==> src/rtl/ppi_pkg.sv <==
package ppi_pkg;
  typedef struct packed {
    logic       set;
    logic [1:0] a_mode;
    logic       a_in;
    logic       cu_in;
    logic       b_mode;
    logic       b_in;
    logic       cl_in;
  } ctrl_t;

  typedef enum logic [1:0] {
    SEL_A    = 2'd0,
    SEL_B    = 2'd1,
    SEL_C    = 2'd2,
    SEL_CTRL = 2'd3
  } sel_e;

  localparam logic [7:0] CTRL_RST = 8'h9B;
endpackage

==> src/rtl/ppi_ctrl_reg.sv <==
module ppi_ctrl_reg
  import ppi_pkg::*;
(
  input  logic       clk_i,
  input  logic       rst_ni,
  input  logic       wr_ctrl_i,
  input  logic [7:0] wdata_i,
  output ctrl_t      ctrl_o,
  output logic       mode_set_o
);
  ctrl_t ctrl_q;

  assign mode_set_o = wr_ctrl_i & wdata_i[7];

  always_ff @(posedge clk_i or negedge rst_ni) begin
    if (!rst_ni)         ctrl_q <= ctrl_t'(CTRL_RST);
    else if (mode_set_o) ctrl_q <= ctrl_t'(wdata_i);
  end

  assign ctrl_o = ctrl_q;

  a_r2_ctrl_ignored: assert property (@(posedge clk_i) disable iff (!rst_ni)
    (wr_ctrl_i && !wdata_i[7]) |=> $stable(ctrl_q));
endmodule

==> src/rtl/ppi_hs_port.sv <==
module ppi_hs_port #(
  parameter int DW = 8
) (
  input  logic          clk_i,
  input  logic          rst_ni,
  input  logic          clear_i,
  input  logic          strobed_i,
  input  logic          dir_in_i,
  input  logic          inte_i,
  input  logic          wr_i,
  input  logic          rd_i,
  input  logic [DW-1:0] wdata_i,
  input  logic [DW-1:0] pin_i,
  input  logic          hs_i,
  output logic [DW-1:0] pin_o,
  output logic [DW-1:0] oe_o,
  output logic [DW-1:0] rdata_o,
  output logic          bf_o,
  output logic          intr_o
);
  logic [DW-1:0] out_q, in_q;
  logic          ibf_q, obf_nq, req_q, hs_q;
  logic          hs_fall, hs_rise;

  assign hs_fall = hs_q & ~hs_i;
  assign hs_rise = ~hs_q & hs_i;

  always_ff @(posedge clk_i or negedge rst_ni) begin
    if (!rst_ni) begin
      out_q  <= '0;
      in_q   <= '0;
      ibf_q  <= 1'b0;
      obf_nq <= 1'b1;
      req_q  <= 1'b0;
      hs_q   <= 1'b1;
    end else begin
      hs_q <= hs_i;
      if (clear_i) begin
        out_q  <= '0;
        in_q   <= '0;
        ibf_q  <= 1'b0;
        obf_nq <= 1'b1;
        req_q  <= 1'b0;
      end else begin
        if (wr_i) out_q <= wdata_i;
        if (strobed_i && dir_in_i) begin
          // strobe wins over a coincident read
          if (hs_fall) begin
            in_q  <= pin_i;
            ibf_q <= 1'b1;
          end else if (rd_i) begin
            ibf_q <= 1'b0;
          end
          if (hs_rise && ibf_q) req_q <= 1'b1;
          else if (rd_i)        req_q <= 1'b0;
        end else if (strobed_i) begin
          if (wr_i)         obf_nq <= 1'b0;
          else if (hs_fall) obf_nq <= 1'b1;
          if (wr_i)                   req_q <= 1'b0;
          else if (hs_rise && obf_nq) req_q <= 1'b1;
        end
      end
    end
  end

  assign pin_o   = out_q;
  assign oe_o    = {DW{~dir_in_i}};
  assign rdata_o = dir_in_i ? (strobed_i ? in_q : pin_i) : out_q;
  assign bf_o    = dir_in_i ? ibf_q : obf_nq;
  assign intr_o  = strobed_i & inte_i & req_q;

  a_r6_stb_sets_ibf: assert property (@(posedge clk_i) disable iff (!rst_ni)
    (strobed_i && dir_in_i && !clear_i && hs_fall) |=> ibf_q);

  a_r6_read_clears_ibf: assert property (@(posedge clk_i) disable iff (!rst_ni)
    (strobed_i && dir_in_i && !clear_i && rd_i && !hs_fall) |=> !ibf_q && !req_q);

  a_r8_write_drops_obf: assert property (@(posedge clk_i) disable iff (!rst_ni)
    (strobed_i && !dir_in_i && !clear_i && wr_i) |=> !obf_nq && !req_q);

  a_r10_clear_flags: assert property (@(posedge clk_i) disable iff (!rst_ni)
    clear_i |=> (out_q == '0) && !ibf_q && obf_nq && !req_q);
endmodule

==> src/rtl/ppi_portc_half.sv <==
module ppi_portc_half #(
  parameter int HW = 4
) (
  input  logic          strobed_i,
  input  logic          half_in_i,
  input  logic [HW-1:0] latch_i,
  input  logic          bf_i,
  input  logic          intr_i,
  output logic [HW-1:0] pin_o,
  output logic [HW-1:0] oe_o
);
  // handshake offsets within a half
  localparam int HS_OFF   = 0;
  localparam int BF_OFF   = 1;
  localparam int INTR_OFF = 2;

  always_comb begin
    pin_o = latch_i;
    oe_o  = {HW{~half_in_i}};
    if (strobed_i) begin
      oe_o[HS_OFF]    = 1'b0;
      oe_o[BF_OFF]    = 1'b1;
      oe_o[INTR_OFF]  = 1'b1;
      pin_o[BF_OFF]   = bf_i;
      pin_o[INTR_OFF] = intr_i;
    end
  end
endmodule

==> src/rtl/ppi_top.sv <==
module ppi_top
  import ppi_pkg::*;
#(
  parameter int DW = 8
) (
  input  logic          clk_i,
  input  logic          rst_ni,
  input  logic          cs_i,
  input  logic          rd_i,
  input  logic          wr_i,
  input  logic [1:0]    addr_i,
  input  logic [DW-1:0] wdata_i,
  output logic [DW-1:0] rdata_o,
  input  logic [DW-1:0] pa_i,
  output logic [DW-1:0] pa_o,
  output logic [DW-1:0] pa_oe_o,
  input  logic [DW-1:0] pb_i,
  output logic [DW-1:0] pb_o,
  output logic [DW-1:0] pb_oe_o,
  input  logic [DW-1:0] pc_i,
  output logic [DW-1:0] pc_o,
  output logic [DW-1:0] pc_oe_o
);
  localparam int HW    = DW / 2;
  localparam int NPORT = 2;

  ctrl_t         ctrl;
  logic          mode_set;
  logic          wr_hit, rd_hit;
  logic [DW-1:0] pc_q, pc_rd;

  logic          strobed [NPORT];
  logic          dir_in  [NPORT];
  logic          half_in [NPORT];
  logic          hs_in   [NPORT];
  logic          inte    [NPORT];
  logic          bf      [NPORT];
  logic          intr    [NPORT];
  logic          p_wr    [NPORT];
  logic          p_rd    [NPORT];
  logic [DW-1:0] p_pin_i [NPORT];
  logic [DW-1:0] p_pin_o [NPORT];
  logic [DW-1:0] p_oe    [NPORT];
  logic [DW-1:0] p_rdata [NPORT];

  assign wr_hit = cs_i & wr_i;
  assign rd_hit = cs_i & rd_i;

  ppi_ctrl_reg u_ctrl (
    .clk_i      (clk_i),
    .rst_ni     (rst_ni),
    .wr_ctrl_i  (wr_hit && sel_e'(addr_i) == SEL_CTRL),
    .wdata_i    (wdata_i[7:0]),
    .ctrl_o     (ctrl),
    .mode_set_o (mode_set)
  );

  // index 0 = port A / upper C half, index 1 = port B / lower C half
  assign strobed[0] = |ctrl.a_mode;
  assign dir_in[0]  = ctrl.a_in;
  assign half_in[0] = ctrl.cu_in;
  assign strobed[1] = ctrl.b_mode;
  assign dir_in[1]  = ctrl.b_in;
  assign half_in[1] = ctrl.cl_in;
  assign p_pin_i[0] = pa_i;
  assign p_pin_i[1] = pb_i;
  assign p_wr[0]    = wr_hit && sel_e'(addr_i) == SEL_A;
  assign p_wr[1]    = wr_hit && sel_e'(addr_i) == SEL_B;
  assign p_rd[0]    = rd_hit && sel_e'(addr_i) == SEL_A;
  assign p_rd[1]    = rd_hit && sel_e'(addr_i) == SEL_B;

  always_ff @(posedge clk_i or negedge rst_ni) begin
    if (!rst_ni)                                  pc_q <= '0;
    else if (mode_set)                            pc_q <= '0;
    else if (wr_hit && sel_e'(addr_i) == SEL_C)   pc_q <= wdata_i;
  end

  for (genvar p = 0; p < NPORT; p++) begin : g_grp
    localparam int BASE = (p == 0) ? HW : 0;

    assign hs_in[p] = pc_i[BASE];
    assign inte[p]  = pc_q[BASE+2];

    ppi_hs_port #(.DW(DW)) u_port (
      .clk_i     (clk_i),
      .rst_ni    (rst_ni),
      .clear_i   (mode_set),
      .strobed_i (strobed[p]),
      .dir_in_i  (dir_in[p]),
      .inte_i    (inte[p]),
      .wr_i      (p_wr[p]),
      .rd_i      (p_rd[p]),
      .wdata_i   (wdata_i),
      .pin_i     (p_pin_i[p]),
      .hs_i      (hs_in[p]),
      .pin_o     (p_pin_o[p]),
      .oe_o      (p_oe[p]),
      .rdata_o   (p_rdata[p]),
      .bf_o      (bf[p]),
      .intr_o    (intr[p])
    );

    ppi_portc_half #(.HW(HW)) u_half (
      .strobed_i (strobed[p]),
      .half_in_i (half_in[p]),
      .latch_i   (pc_q[BASE +: HW]),
      .bf_i      (bf[p]),
      .intr_i    (intr[p]),
      .pin_o     (pc_o[BASE +: HW]),
      .oe_o      (pc_oe_o[BASE +: HW])
    );
  end

  assign pa_o    = p_pin_o[0];
  assign pa_oe_o = p_oe[0];
  assign pb_o    = p_pin_o[1];
  assign pb_oe_o = p_oe[1];
  assign pc_rd   = (pc_oe_o & pc_o) | (~pc_oe_o & pc_i);

  always_comb begin
    rdata_o = '0;
    if (rd_hit) begin
      unique case (sel_e'(addr_i))
        SEL_A:    rdata_o = p_rdata[0];
        SEL_B:    rdata_o = p_rdata[1];
        SEL_C:    rdata_o = pc_rd;
        SEL_CTRL: rdata_o = DW'(ctrl);
      endcase
    end
  end

  a_r9_intr_needs_enable: assert property (@(posedge clk_i) disable iff (!rst_ni)
    (strobed[1] && !pc_q[2]) |-> !pc_o[2]);
endmodule

==> config.mk <==
export PLATFORM = sky130hd
export DESIGN_NAME = ppi_top
export DESIGN_NICKNAME = d
export VERILOG_FILES = /design/src/rtl/ppi_pkg.sv /design/src/rtl/ppi_ctrl_reg.sv /design/src/rtl/ppi_hs_port.sv /design/src/rtl/ppi_portc_half.sv /design/src/rtl/ppi_top.sv
export SDC_FILE = /design/constraint.sdc
export NUM_CORES = 1
export LEC_CHECK = 0
export BUFFER_PORTS_ARGS = -buffer_cell sky130_fd_sc_hd__buf_2
export CORE_MARGIN = 3
export CORE_UTILIZATION = 48
export DETAILED_ROUTE_END_ITERATION = 8
export PLACE_DENSITY = 0.77
export SLEW_MARGIN = 20
export SYNTH_ARGS = -nofsm -noshare
export SYNTH_HDL_FRONTEND = slang
export SYNTH_SLANG_ARGS = --single-unit
==> constraint.sdc <==
create_clock -name clk_i -period 1.4 [get_ports clk_i]
set_input_delay 0.14 -clock clk_i [delete_from_list [all_inputs] [get_ports clk_i]]
set_output_delay 0.14 -clock clk_i [all_outputs]
set_load 0.005 [all_outputs]
==> flow_summary.ini, run 1 <==
[global_routing]
wire_length_of_the_first_global_routing_pass_mm = 18.3
grt_use_total_pct = 27.9
initial_antenna_violation_count = 0
grt_start_max_net_pins = 57
grt_remaining_overflow = 0
first_global_vias = 3628

[worst_setup_path]
worst-endpoint-required_ns = 1.26
worst_path_largest_cell_delay_ns = 0.61
worst-path-stages = 6
critPathLaunch = u_ctrl.ctrl_o[3]
arrival_ns = 1.96
worst_path_dominant_cell_family = flip-flops
path_cells = buf_4 -> mux2i_1 -> a21oi_1 -> a311o_1 -> o211a_1 -> buf_2
worstReg2RegEnd = g_grp[1].u_port.req_q
crit_slowest_cell = sky130_fd_sc_hd__dfstp_2
critical_path.endpoint_type = output pin
crit_start_category = flop
critical_path_buf_inv_count = 2
critical_path.max_fanout = 4
critical_path.reg2reg.startpoint = u_ctrl.ctrl_o[1]
timing.critical_path.to = rdata_o[7]
worst-r2r-cell-count = 6
classification_of_the_worst_setup_path = reg -> out
timing.reg2reg.setup_slack_ns = -0.48

[cells_and_area]
top_library_cells_by_usage_in_the_layout_fill_and_taps_aside = 82 x sky130_fd_sc_hd__buf_2, 66 x sky130_fd_sc_hd__nand2_1, 59 x sky130_fd_sc_hd__buf_4
mostFrequentLayoutCell = sky130_fd_sc_hd__buf_2
final_area_um2 = 5220
layout_cell_share_with_drive_strength_beyond_1_pct = 53.8
finish.net_count = 586
final.fill_count = 427
final_cells = 644
area_growth_pct = 52.7
num_antenna_cells = 0

[detailed_routing]
routed_wl_mm = 13.1
vias_per_cell = 6.00
drt_pass1_iterations = 5
route.vias.total = 3867
drcViolationCount = 0
initialDrtViolationCount = 500
final_antenna_net_count = 0
drt-wirelength-per-cell_um = 20.4

[synthesis]
synth_cells = 390
synth_seq_cells = 56
yosysWarningCount = 0
yosys.cell_types.count = 53
ys.flop_type = sky130_fd_sc_hd__dfrtp_1
count_of_flip_flops_with_a_built_in_enable_after_synthesis = 0
ys_seq_area_share_pct = 41.3
async_reset_ff_share_pct = 100
postSynthAreaPerCell_um2 = 8.77
mappedNetlistArea_um2 = 3420
synth_fp_nets = 429

[power_and_ir_drop]
static-leakage-power_nw = 2.42
power_density_nw_per_um2 = 1390
report.power.total_mw = 7.25
ir_drop_mv = 0.698

[sta]
post_route_setup_slack_ns = -0.705
finalCritPeriodShare_pct = 150
timing.final.crit_period_ns = 2.10
max_slew.worst_pin.slew_ns = 0.381
timing.hold.ws_ns = 0.0653
tns_ns = -16.29
final-max-slew-violation-count = 0
worst_setup_skew_after_layout_ns = 0.00517
grt_setup_unrepaired = true
report.final.setup_viol = 57
slew_headroom_pct = 74.6
final-hold-violation-count = 0
timing.fmax_mhz = 475

[floorplanning]
floorplan.die.height_um = 90.4
fp-row-count = 30
floorplan.core_area_um2 = 6870
floorplan.initialDensity_pct = 49.8
io-pin-count = 95
die_area_um2 = 8180
die_width_um = 90.4

[placement]
place_inst = 601
place_hpwl_mm = 7.83
place_area_um2 = 4290
globalplace.congestion = 0.895
numPortBuffers = 94

[hold_path]
hold_path_class = in -> reg
timing.hold.worst.start = pb_i[7]

[run]
max-cap-violations = 0

[clock_tree]
cts.sinks = 56
clock_insertion_delay_worst_skew_ns = 0.32
clock_tree.buffer_depth = 2
cts_tree = built
cts_root_buf = sky130_fd_sc_hd__clkbuf_8
total_cts_buffers = 5
clk_transition_reported_paths_ns = 0.11
htreeDepth = 2

[outcome]
run_status = complete, but fails checks
failing_checks = negative setup slack
## synth_stat cells (2+ instances only)
cell / instances / area share [%]
sky130_fd_sc_hd__nand4b_1: 2 / 0.51
sky130_fd_sc_hd__buf_6: 2 / 0.66
sky130_fd_sc_hd__nor2b_1: 7 / 1.3
sky130_fd_sc_hd__nand3b_1: 5 / 1.1
sky130_fd_sc_hd__or2_2: 3 / 0.55
sky130_fd_sc_hd__o22ai_1: 3 / 0.55
sky130_fd_sc_hd__and3_1: 2 / 0.37
sky130_fd_sc_hd__buf_4: 24 / 5.3
sky130_fd_sc_hd__dfrtp_1: 47 / 34
sky130_fd_sc_hd__nor2_1: 31 / 3.4
sky130_fd_sc_hd__dfstp_2: 9 / 6.9
sky130_fd_sc_hd__o211ai_1: 3 / 0.66
sky130_fd_sc_hd__a311o_1: 3 / 0.88
sky130_fd_sc_hd__clkbuf_1: 4 / 0.44
sky130_fd_sc_hd__buf_2: 15 / 2.2
sky130_fd_sc_hd__a211o_1: 2 / 0.51
sky130_fd_sc_hd__a221oi_1: 2 / 0.51
sky130_fd_sc_hd__inv_1: 8 / 0.88
sky130_fd_sc_hd__a211oi_1: 7 / 1.5
sky130_fd_sc_hd__a21oi_1: 44 / 6.4
sky130_fd_sc_hd__o21ai_0: 14 / 2.0
sky130_fd_sc_hd__nand3_1: 3 / 0.44
sky130_fd_sc_hd__nand2b_1: 2 / 0.37
sky130_fd_sc_hd__a31oi_1: 2 / 0.37
sky130_fd_sc_hd__o221a_2: 2 / 0.66
sky130_fd_sc_hd__nand2_1: 77 / 8.4
sky130_fd_sc_hd__o211a_1: 5 / 1.5
sky130_fd_sc_hd__mux2i_1: 25 / 7.3
sky130_fd_sc_hd__nor3_1: 3 / 0.44
sky130_fd_sc_hd__mux2_2: 10 / 3.3
sky130_fd_sc_hd__o21a_1: 2 / 0.44
## logic make-up after synthesis
family	after synthesis	share of synthesized area [%]
buffers and inverters	54	9.55
AND/OR/NAND/NOR	145	19.5
multiplexers	35	10.6
flip-flops	56	41.3
AO/OA/AOI/OAI	100	19.1
## layer usage
layer  up-vias  track usage [%]  wire [um]
met1      1847             37.0       5160
met3        71             5.08       1290
met5         -                0          0
met4         0             11.9        653
li1       1661                -          -
met2       288             44.9       6010
## how the worst min path moves through the flow
stage          slack (ns)  cells past startpoint                      end
5_1_grt              0.06                      3  g_grp[1].u_port.in_q[1]
4_1_cts              0.06                      3  g_grp[1].u_port.in_q[7]
3_3_place_gp         0.16                      2         u_ctrl.ctrl_o[5]
6_report             0.07                      3  g_grp[1].u_port.in_q[7]
3_5_place_dp         0.17                      2         u_ctrl.ctrl_o[6]
2_1_floorplan       -0.16                      0    g_grp[0].u_port.ibf_q
## power breakdown
group	total, mW	internal, mW	leakage [nW]	switching (mW)
clock network	1.00	0.417	0.0522	0.588
registers	2.43	2.05	0.692	0.379
logic	3.82	2.09	1.68	1.73
total	7.25	4.56	2.42	2.69
## sequential cells by signal (all words and copies together), names as in the netlist
name / count
g_grp.u_port.in_q: 16
g_grp.u_port.pin_o: 16
pc_q: 8
u_ctrl.ctrl_o: 8
g_grp.u_port.hs_q: 2
g_grp.u_port.ibf_q: 2
g_grp.u_port.obf_nq: 2
g_grp.u_port.req_q: 2
## per-stage QoR
stage                     worst slack (ns)  util [%]
after floorplan                    -0.0992         -
after global placement              -0.281      62.5
after detailed placement            -0.281      62.5
after CTS                           -0.616      70.1
after global routing                -0.739      76.0
final                               -0.705      76.0
## area by class of cell
class | instances | area [um^2] | area share [%]
Sequential cell | 56 | 1410 | 27.1
Multi-Input combinational cell | 281 | 2040 | 39.0
Timing Repair Buffer | 195 | 1510 | 28.8
Tap cell | 96 | 120 | 2.30
Clock inverter | 2 | 17.5 | 0.335
Inverter | 8 | 45.0 | 0.862
Clock buffer | 6 | 82.6 | 1.58
## worst reg2reg max path, cell delays in order (launching register included)
cell and delay [ns]:
sky130_fd_sc_hd__dfstp_2 0.65, sky130_fd_sc_hd__buf_6 0.15, sky130_fd_sc_hd__buf_6 0.11, sky130_fd_sc_hd__and3_4 0.18
sky130_fd_sc_hd__a31oi_2 0.05, sky130_fd_sc_hd__or4b_1 0.50, sky130_fd_sc_hd__o22ai_1 0.17
## repair_timing
action | 4_1_cts | 5_1_grt
endpoints found under the setup margin | 56 | 59
resized for setup | 66 | 69
gates cloned | 1 | 2
hold endpoints to repair | 49 | 0
hold buffers | 3 | 0
pin swaps | 28 | 32
setup buffers | 23 | 18
Power figures use the tool's default switching activity.
==> inputs of run 2 (changes only) <==
Settings changed: ABC_AREA set to 1.
==> flow_summary.ini, run 2 <==
[floorplanning]
die_area_um2 = 8090
floorplan.die.height_um = 90.0
io-pin-count = 95
fp-row-count = 29
die_width_um = 90.0
floorplan.initialDensity_pct = 51.3
floorplan.core_area_um2 = 6600

[synthesis]
synth_top_area_share_pct = 34.8
async_reset_ff_share_pct = 100
synth_fp_nets = 514
postSynthAreaPerCell_um2 = 7.13
synth.top_cells.by_area = sky130_fd_sc_hd__dfrtp_1 35%, sky130_fd_sc_hd__nand2_1 15%, sky130_fd_sc_hd__nand3_1 8.6%
yosysWarningCount = 0
ys.flop_type = sky130_fd_sc_hd__dfrtp_1
synth_top_cells_by_count = 139 x sky130_fd_sc_hd__nand2_1, 58 x sky130_fd_sc_hd__nand3_1, 55 x sky130_fd_sc_hd__o21ai_0, 54 x sky130_fd_sc_hd__inv_1, 47 x sky130_fd_sc_hd__dfrtp_1
synth_seq_cells = 56
mappedNetlistArea_um2 = 3380
yosys.cell_types.count = 28
synth_cells = 475
yosysMostFrequentCell = sky130_fd_sc_hd__nand2_1
count_of_flip_flops_with_a_built_in_enable_after_synthesis = 0
synth_top_area_cell = sky130_fd_sc_hd__dfrtp_1
ys_seq_area_share_pct = 41.7

[detailed_routing]
drt_pass1_iterations = 5
initialDrtViolationCount = 319
drcViolationCount = 0
drt-wirelength-per-cell_um = 16.1
vias_per_cell = 5.39
route.vias.total = 3779
routed_wl_mm = 11.3
final_antenna_net_count = 0

[sta]
post_route_setup_slack_ns = -0.450
final-hold-violation-count = 0
max_slew.worst_pin.slew_ns = 0.462
timing.fmax_mhz = 541
worst_setup_skew_after_layout_ns = 0.00662
final-max-slew-violation-count = 0
slew_headroom_pct = 69.1
finalCritPeriodShare_pct = 132
report.final.setup_viol = 32
timing.final.crit_period_ns = 1.85
grt_setup_unrepaired = true
tns_ns = -4.45

[global_routing]
first_global_vias = 3598
grt_use_total_pct = 26.8
gr_layer_usage_met1_pct = 36.0
grt_remaining_overflow = 0
wire_length_of_the_first_global_routing_pass_mm = 17.6
grt.met3_usage_pct = 5.09
grt_start_max_net_pins = 57
most_used_routing_layer_in_global_routing = met2
initial_antenna_violation_count = 0
groute.layer.met2.usage_pct = 43.9

[worst_setup_path]
arrival_ns = 1.71
critical_path.endpoint_type = output pin
worst-r2r-cell-count = 8
crit_slowest_cell = sky130_fd_sc_hd__dfstp_2
worst_path_largest_cell_delay_ns = 0.60
classification_of_the_worst_setup_path = reg -> out
critical_path_buf_inv_count = 2
worstReg2RegEnd = g_grp[0].u_port.req_q
timing.reg2reg.setup_slack_ns = -0.01
worst-endpoint-required_ns = 1.26
path_cells = inv_2 -> nand2_2 -> o21ai_0 -> a21oi_1 -> nor2_2 -> nor2_1 -> buf_2
crit_start_category = flop
worst_path_dominant_cell_family = flip-flops
critical_path.max_fanout = 3
critical_path.reg2reg.startpoint = u_ctrl.ctrl_o[4]

[cells_and_area]
final_area_um2 = 4610
area_growth_pct = 36.3
mostFrequentLayoutCell = sky130_fd_sc_hd__nand2_1
top_library_cells_by_usage_in_the_layout_fill_and_taps_aside = 129 x sky130_fd_sc_hd__nand2_1, 87 x sky130_fd_sc_hd__buf_2, 54 x sky130_fd_sc_hd__nand3_1
layout_cell_share_with_drive_strength_beyond_1_pct = 36.0
num_antenna_cells = 0
finish.net_count = 646

[clock_tree]
clock_tree.buffer_depth = 2
cts.sinks = 56
clk_transition_reported_paths_ns = 0.11
cts_root_buf = sky130_fd_sc_hd__clkbuf_8
htreeDepth = 2
total_cts_buffers = 5
clock_insertion_delay_worst_skew_ns = 0.32
cts_tree = built

[placement]
place_area_um2 = 4200
globalplace.congestion = 0.979
place_hpwl_mm = 8.35
numPortBuffers = 94

[run]
max-cap-violations = 0

[power_and_ir_drop]
power_density_nw_per_um2 = 1320
ir_drop_mv = 0.895
static-leakage-power_nw = 2.48

[outcome]
run_status = complete, but fails checks
failing_checks = negative setup slack

[hold_path]
min_delay_worst_endpoint = u_ctrl.ctrl_o[4]
timing.hold.worst.start = wdata_i[4]
min_path_cells = 3
hold_path_class = in -> reg
-- run 2: how the worst max path moves through the flow --
stage                      from          to  slack, ns  cells past startpoint
4_1_cts        u_ctrl.ctrl_o[1]  rdata_o[1]      -0.38                      9
6_report       u_ctrl.ctrl_o[0]  rdata_o[0]      -0.45                      7
2_1_floorplan  u_ctrl.ctrl_o[1]  rdata_o[4]       0.05                      7
3_5_place_dp   u_ctrl.ctrl_o[2]  rdata_o[2]      -0.10                      8
5_1_grt        u_ctrl.ctrl_o[1]  rdata_o[5]      -0.51                      8
3_3_place_gp   u_ctrl.ctrl_o[1]  rdata_o[1]      -0.06                      9
-- run 2: tightest hold or removal path: cells and delay by family --
family	cells	cell delay, ns
and+or+nand+nor	2	0.09
buffers and inverters	1	0.10
-- run 2: cell families after synthesis --
group	synth area share [%]
buf+inv	13.5
compound gates	15.1
simple gates	29.7
flops	41.7
-- run 2: cell type report --
type	instances	area [um^2]
clock buffers	5	68.8
clock inverters	3	27.5
fillers	587	1990
inverters	56	213
multi-input cells	327	1640
flip-flops and latches	56	1410
well taps	93	116
repair buffers	161	1140
-- run 2: per-stage QoR --
step	power [mW]	cells	worst slack, ns	utilization [%]	hold slack [ns]
floorplan	3.66	475	0.0462	-	-0.156
global placement	4.59	680	-0.0628	63.6	0.162
detailed placement	4.66	680	-0.102	63.6	0.167
CTS	5.83	697	-0.380	67.7	0.00730
global route	6.46	701	-0.510	69.9	0.0132
finish	6.07	701	-0.450	69.9	0.00962
-- run 2: routing by layer --
layer  wire length (um)  part of all wire (%)
met1               4670                    41
met2               5430                    48
met3                924                   8.2
met4                285                   2.5
met5                  0                     0
-- run 2: what timing repair did --
action / in CTS / in global routing
setup buffers: 5 / 3
setup endpoints to repair: 31 / 40
hold endpoints to repair: 49 / 0
resized for setup: 33 / 33
hold buffers: 3 / 0
pin swaps: 4 / 4
gates cloned: 1 / 2
-- run 2: power breakdown --
group          leakage (nW)  switching [mW]  internal (mW)
Combinational          1.75            1.40           1.26
Clock                0.0463           0.596          0.369
Sequential            0.680           0.380           2.07
